===== src/rtl/gpio_lvl_pkg.sv =====
`timescale 1ns/1ps
package gpio_lvl_pkg;

  typedef enum logic [1:0] {
    SEL_DIR  = 2'd0,
    SEL_DATA = 2'd1,
    SEL_IEN  = 2'd2,
    SEL_PINS = 2'd3
  } reg_sel_e;

  localparam int unsigned SEL_W = 2;

endpackage


===== src/rtl/gpio_lvl_sync.sv =====
`timescale 1ns/1ps
module gpio_lvl_sync #(
  parameter int unsigned W       = 4,
  parameter int unsigned STAGES  = 2,
  parameter logic [W-1:0] RST_VAL = '0
) (
  input  logic         clk,
  input  logic         por_n,
  input  logic [W-1:0] din,
  output logic [W-1:0] dout
);

  logic [STAGES-1:0][W-1:0] stg_q;

  // Stage 0 takes the raw pin; every later stage takes the one before it.
  always_ff @(posedge clk or negedge por_n) begin
    if (!por_n) begin
      for (int s = 0; s < STAGES; s++) stg_q[s] <= RST_VAL;
    end else begin
      stg_q[0] <= din;
      for (int s = 1; s < STAGES; s++) stg_q[s] <= stg_q[s-1];
    end
  end

  assign dout = stg_q[STAGES-1];

endmodule


===== src/rtl/gpio_lvl_regs.sv =====
`timescale 1ns/1ps
module gpio_lvl_regs
  import gpio_lvl_pkg::*;
#(
  parameter int unsigned PORT_W = 4,
  parameter int unsigned REG_W  = 16,
  parameter int unsigned IRQ_W  = 16
) (
  input  logic              clk,
  input  logic              por_n,
  input  logic              mrst_n,
  input  logic              standby,
  input  logic              bus_wr,
  input  logic              bus_rd,
  input  logic [SEL_W-1:0]  bus_addr,
  input  logic [REG_W-1:0]  bus_wdata,
  input  logic [PORT_W-1:0] pin_s,
  input  logic [IRQ_W-1:0]  lvl_s,
  output logic [PORT_W-1:0] dir_q,
  output logic [PORT_W-1:0] dat_q,
  output logic [IRQ_W-1:0]  ien_q,
  output logic [REG_W-1:0]  bus_rdata,
  output logic              bus_rvalid
);

  localparam int unsigned DIR_SPAN = 2 * PORT_W;

  reg_sel_e   sel;
  logic       wr_ok;
  logic       rd_ok;
  logic [REG_W-1:0] dir_view;
  logic [REG_W-1:0] dat_view;
  logic [REG_W-1:0] ien_view;
  logic [REG_W-1:0] pin_view;
  logic [REG_W-1:0] rd_mux;
  logic [PORT_W-1:0] dir_wr;

  assign sel   = reg_sel_e'(bus_addr);
  // Manual reset blocks the whole bus; standby blocks only the writes.
  assign wr_ok = bus_wr & mrst_n & ~standby;
  assign rd_ok = bus_rd & mrst_n;

  // Direction bits are taken from the even write-data positions.
  for (genvar n = 0; n < PORT_W; n++) begin : g_dir_pick
    assign dir_wr[n] = bus_wdata[2*n];
  end

  always_ff @(posedge clk or negedge por_n) begin
    if (!por_n) begin
      dir_q <= '0;
    end else if (wr_ok && sel == SEL_DIR) begin
      dir_q <= dir_wr;
    end
  end

  // The data latch has no reset: it survives both resets and standby.
  always_ff @(posedge clk) begin
    if (wr_ok && sel == SEL_DATA) begin
      dat_q <= bus_wdata[PORT_W-1:0];
    end
  end

  always_ff @(posedge clk or negedge por_n) begin
    if (!por_n) begin
      ien_q <= '0;
    end else if (wr_ok && sel == SEL_IEN) begin
      ien_q <= bus_wdata[IRQ_W-1:0];
    end
  end

  // Read views: direction spread onto even positions, data muxed per bit.
  for (genvar n = 0; n < PORT_W; n++) begin : g_port_view
    assign dir_view[2*n]   = dir_q[n];
    assign dir_view[2*n+1] = 1'b0;
    assign dat_view[n]     = dir_q[n] ? dat_q[n] : pin_s[n];
  end

  if (REG_W > DIR_SPAN) begin : g_dir_pad
    assign dir_view[REG_W-1:DIR_SPAN] = '0;
  end

  if (REG_W > PORT_W) begin : g_dat_pad
    assign dat_view[REG_W-1:PORT_W] = '0;
  end

  if (REG_W > IRQ_W) begin : g_irq_pad
    assign ien_view = {{(REG_W-IRQ_W){1'b0}}, ien_q};
    assign pin_view = {{(REG_W-IRQ_W){1'b0}}, lvl_s};
  end else begin : g_irq_full
    assign ien_view = ien_q;
    assign pin_view = lvl_s;
  end

  always_comb begin
    unique case (sel)
      SEL_DIR:  rd_mux = dir_view;
      SEL_DATA: rd_mux = dat_view;
      SEL_IEN:  rd_mux = ien_view;
      SEL_PINS: rd_mux = pin_view;
      default:  rd_mux = '0;
    endcase
  end

  always_ff @(posedge clk or negedge por_n) begin
    if (!por_n) begin
      bus_rdata  <= '0;
      bus_rvalid <= 1'b0;
    end else if (!mrst_n) begin
      bus_rdata  <= '0;
      bus_rvalid <= 1'b0;
    end else begin
      bus_rvalid <= rd_ok;
      if (rd_ok) bus_rdata <= rd_mux;
    end
  end

endmodule


===== src/rtl/gpio_lvl_irq.sv =====
`timescale 1ns/1ps
module gpio_lvl_irq #(
  parameter int unsigned IRQ_W = 16
) (
  input  logic             clk,
  input  logic             por_n,
  input  logic             mrst_n,
  input  logic [IRQ_W-1:0] lvl_s,
  input  logic [IRQ_W-1:0] ien_q,
  output logic             irq_req
);

  logic [IRQ_W-1:0] hit;

  // A source counts only when it is enabled and its synchronized level is low.
  for (genvar i = 0; i < IRQ_W; i++) begin : g_src
    assign hit[i] = ien_q[i] & ~lvl_s[i];
  end

  always_ff @(posedge clk or negedge por_n) begin
    if (!por_n) begin
      irq_req <= 1'b0;
    end else if (!mrst_n) begin
      irq_req <= 1'b0;
    end else begin
      irq_req <= |hit;
    end
  end

endmodule


===== src/rtl/gpio_lvl_port.sv =====
`timescale 1ns/1ps
module gpio_lvl_port
  import gpio_lvl_pkg::*;
#(
  parameter int unsigned PORT_W  = 4,
  parameter int unsigned REG_W   = 16,
  parameter int unsigned IRQ_W   = 16,
  parameter int unsigned SYNC_ST = 2
) (
  input  logic              clk,
  input  logic              por_n,
  input  logic              mrst_n,
  input  logic              standby,
  input  logic              bus_wr,
  input  logic              bus_rd,
  input  logic [1:0]        bus_addr,
  input  logic [REG_W-1:0]  bus_wdata,
  output logic [REG_W-1:0]  bus_rdata,
  output logic              bus_rvalid,
  input  logic [PORT_W-1:0] pad_in,
  output logic [PORT_W-1:0] pad_out,
  output logic [PORT_W-1:0] pad_oe,
  input  logic [IRQ_W-1:0]  gpin_n,
  output logic              irq_req
);

  logic [PORT_W-1:0] pin_s;
  logic [IRQ_W-1:0]  lvl_s;
  logic [PORT_W-1:0] dir_q;
  logic [PORT_W-1:0] dat_q;
  logic [IRQ_W-1:0]  ien_q;

  // Port pins idle at 0; the active-low interrupt pins idle high so that
  // reset does not look like a pending request.
  gpio_lvl_sync #(.W(PORT_W), .STAGES(SYNC_ST), .RST_VAL('0)) u_port_sync (
    .clk   (clk),
    .por_n (por_n),
    .din   (pad_in),
    .dout  (pin_s)
  );

  gpio_lvl_sync #(.W(IRQ_W), .STAGES(SYNC_ST), .RST_VAL('1)) u_irq_sync (
    .clk   (clk),
    .por_n (por_n),
    .din   (gpin_n),
    .dout  (lvl_s)
  );

  gpio_lvl_regs #(.PORT_W(PORT_W), .REG_W(REG_W), .IRQ_W(IRQ_W)) u_regs (
    .clk        (clk),
    .por_n      (por_n),
    .mrst_n     (mrst_n),
    .standby    (standby),
    .bus_wr     (bus_wr),
    .bus_rd     (bus_rd),
    .bus_addr   (bus_addr),
    .bus_wdata  (bus_wdata),
    .pin_s      (pin_s),
    .lvl_s      (lvl_s),
    .dir_q      (dir_q),
    .dat_q      (dat_q),
    .ien_q      (ien_q),
    .bus_rdata  (bus_rdata),
    .bus_rvalid (bus_rvalid)
  );

  gpio_lvl_irq #(.IRQ_W(IRQ_W)) u_irq (
    .clk     (clk),
    .por_n   (por_n),
    .mrst_n  (mrst_n),
    .lvl_s   (lvl_s),
    .ien_q   (ien_q),
    .irq_req (irq_req)
  );

  assign pad_oe  = dir_q;
  assign pad_out = dat_q;

endmodule


===== config.mk =====
export PLATFORM = sky130hd
export DESIGN_NAME = gpio_lvl_port
export DESIGN_NICKNAME = d
export VERILOG_FILES = /design/src/rtl/gpio_lvl_pkg.sv /design/src/rtl/gpio_lvl_sync.sv /design/src/rtl/gpio_lvl_regs.sv /design/src/rtl/gpio_lvl_irq.sv /design/src/rtl/gpio_lvl_port.sv
export SDC_FILE = /design/constraint.sdc
export NUM_CORES = 1
export LEC_CHECK = 0
export CORE_UTILIZATION = 48
export CTS_BUF_LIST = sky130_fd_sc_hd__clkbuf_2 sky130_fd_sc_hd__clkbuf_4 sky130_fd_sc_hd__clkbuf_8
export CTS_CLUSTER_DIAMETER = 50
export DETAILED_ROUTE_END_ITERATION = 8
export PLACE_DENSITY = 0.76
export SLEW_MARGIN = 40
export SYNTH_ARGS = -nofsm -noshare
export SYNTH_HDL_FRONTEND = slang
export SYNTH_SLANG_ARGS = --single-unit
export TNS_END_PERCENT = 5

===== constraint.sdc =====
create_clock -name clk -period 2.99 [get_ports clk]
set_input_delay 0.7475 -clock clk [delete_from_list [all_inputs] [get_ports clk]]
set_output_delay 0.7475 -clock clk [all_outputs]
set_load 0.1 [all_outputs]

==> metrics.yaml <==
clk_latency_ps: 350
p_leak_nw: 1.79
yosys_warnings: 0
grtUsageMet1: 0.272
antenna_found_initial: 0
critPathCaptureType: "flop"
final_cell_mix: "dfrtp_1, clkdlybuf4s50_1, dfstp_2, buf_4, nand2_1"
ir_drop_mv: 0.454
worst_setup_path_start_kind: "input port"
cts_sinks: 82
critPathSlowestCell: "clkdlybuf4s50_1"
worstSetupPathType: "in -> reg"
r2r_start: "u_irq_sync.dout[2]$_DFF_PN1_"
fin_nets: 329
critPathArrivalTime_ps: 2400
worst-path-stages: 5
critPathBufInv: 2
cts_made_buffers: 9
finalMaxSlewViolations: 0
drt-total-wl_um: 5510
netlist_top_cells_area: "dfrtp_1, dfstp_2, mux2_2"
max-cap-violations: 0
ant_nets: 0
rr_worst_depth: 4
cp_max_fo: 15
grt_max_degree: 79
slowest_delay_ps: 780
r2r-end: "u_irq.irq_req$_DFF_PN0_"
cts.hold.buffers_added: 0
synth-compound-area-share: 0.0653
dieHeight_um: 81.4
io_buffers: 69
start_util: 0.505
synth_cell_types: 28
hold_violations: 0
place.gp.congestion: 0.784
syn_avg_cell_area_sq_um: 14.6
worst_pin_slew_ps: 654
top_usage_layer: "met2"
grt_pass1_vias: 1772
grt_pass1_wl_um: 8910
io_pins: 70
die_area_sq_um: 6630
hold_class: "reg -> reg"
fin_ws_ps: 808
syn_area_sq_um: 3030
syn_nets: 252
path_clk_slew_ps: 80
yosysTopAreaCellShare: 0.380
die_x_um: 81.4
htree_levels: 3
cts-resized-gates: 0
hp-start: "u_port_sync.stg_q[1]$_DFF_PN0_"
grt_util_met3: 0.0311
drc_errors: 0
synth_fa_ha_area_frac: 0
min_path_cells: 0
yosysSeqAreaShare: 0.698
num_vias: 1843
slew_headroom: 0.564
period_needed_ps: 2180
rsz0062_at_grt: "no"
critPathTopFamily: "buffers and inverters"
synth-simple-area-share: 0.0533
dpl.hpwl_um: 3980
detail_route.first_pass.iterations: 4
fin_skew_ps: 13.4
rows: 28
rrSetupSlack_ps: 1700
grtUsageTotal: 0.187
status: "finished clean"
cts_setup_buffers: 0
synth_xor_area_frac: 0
cts_buffer_depth: 2
area_growth_pct: 29.5
ys_ff_latch: 82
p_per_area_nw_per_um2: 669
viasPerCell: 5.05
synth_top_family_by_area: "multiplexers"
path_cells: "clkdlybuf4s50_1, buf_4, mux2_2, nand2_1, a31oi_1"
hold_end: "u_port_sync.dout[1]$_DFF_PN0_"
drt_iter0_drc: 149
fmaxAchievable_mhz: 458
cp.required_ps: 3210
min_period_over_period: 0.730
drive_above_1_share: 0.366
cts-root-buf: "clkbuf_8"
final_common_cell: "dfrtp_1"
diodes: 0
final.setup.tns_ps: 0
setup_violations: 0
yosys.area.top_type: "dfrtp_1"
synth_cells: 208
cts_tree: "yes"
fp.coreArea_sq_um: 5990
avgRoutedWirePerCell_um: 15.1
dp_slack_ps: 471
use_met2: 0.277
synth.area.mux_share: 0.152
overflow: 0
-- flip-flops by register name, indices dropped and copies added, names as in the netlist --
name               flops
u_irq_sync.dout       16
u_regs.ien_q          16
u_irq_sync.stg_q      16
u_port_sync.stg_q      4
u_regs.dir_q           4
u_regs.bus_rvalid      1
u_regs.dat_q           4
u_irq.irq_req          1
u_port_sync.dout       4
u_regs.bus_rdata      16
-- where the power goes --
part,switching (W),total [W],internal [W],leakage [nW]
logic,0.000333,0.000540,0.000207,0.735
clock network,0.000384,0.000768,0.000384,0.0970
registers,0.0000754,0.00131,0.00124,0.953
-- cells in the mapped netlist --
library cell and n:
dfrtp_1 46, o22ai_1 4, nor3b_1 1, o2111ai_1 1, mux2_4 10, nand3b_2 1
a221oi_1 2, and2b_1 1, nand2_2 1, nand2b_1 3, mux2i_1 14, inv_1 15
buf_6 1, nor3_2 1, a21oi_1 4, nor2_1 2, nor2_2 1, buf_2 3
nand2_1 19, o21ai_0 15, dfstp_2 32, nor3_1 3, edfxtp_1 4, mux2_2 15
a22oi_1 2, a31oi_1 3, buf_4 2, a22o_1 2
-- layout make-up --
class | count | area [sq um]
flip-flops and latches | 82 | 2110
fillers | 444 | 2070
multi-input cells | 105 | 818
repair buffers | 72 | 649
clock buffers | 9 | 124
well taps | 75 | 93.8
clock inverters | 7 | 68.8
inverters | 15 | 56.3
-- routing by layer --
metal / up-vias / share of wire / routed length (um)
met1: 908 / 0.45 / 2480
met3: 10 / 0.050 / 277
met4: 0 / 0.014 / 78
li1: 865 / - / -
met5: - / 0 / 0
met2: 60 / 0.49 / 2670
-- worst max-delay path by stage --
stage,start,to,slack [ps]
finish,bus_addr[0],u_regs.bus_rdata[4]$_DFFE_PN0P_,810
CTS,bus_addr[0],u_regs.ien_q[3]$_DFFE_PN0P_,820
global placement,bus_addr[0],u_regs.bus_rdata[4]$_DFFE_PN0P_,530
floorplan,bus_addr[0],u_regs.dat_q[0]$_DFFE_PP_,940
global route,bus_addr[0],u_regs.bus_rdata[4]$_DFFE_PN0P_,740
detailed placement,bus_addr[0],u_regs.ien_q[3]$_DFFE_PN0P_,470
-- kinds of logic after synthesis --
kind of cell           count (synthesis)
buffers and inverters                 21
muxes                                 39
DFF                                   82
and+or+nand+nor                       33
AOI/OAI and AO/OA                     33
-- metrics by stage --
stage,utilization,hold WS (ps),std cells,power (W),area (sq um)
floorplan,-,331,208,0.00169,3030
global route,0.655,360,365,0.00275,3920
global placement,0.622,332,349,0.00186,3730
detailed placement,0.623,335,349,0.00187,3730
CTS,0.655,353,365,0.00264,3920
finish,0.655,352,365,0.00262,3920
No activity file was read; power rests on OpenSTA's default activity.
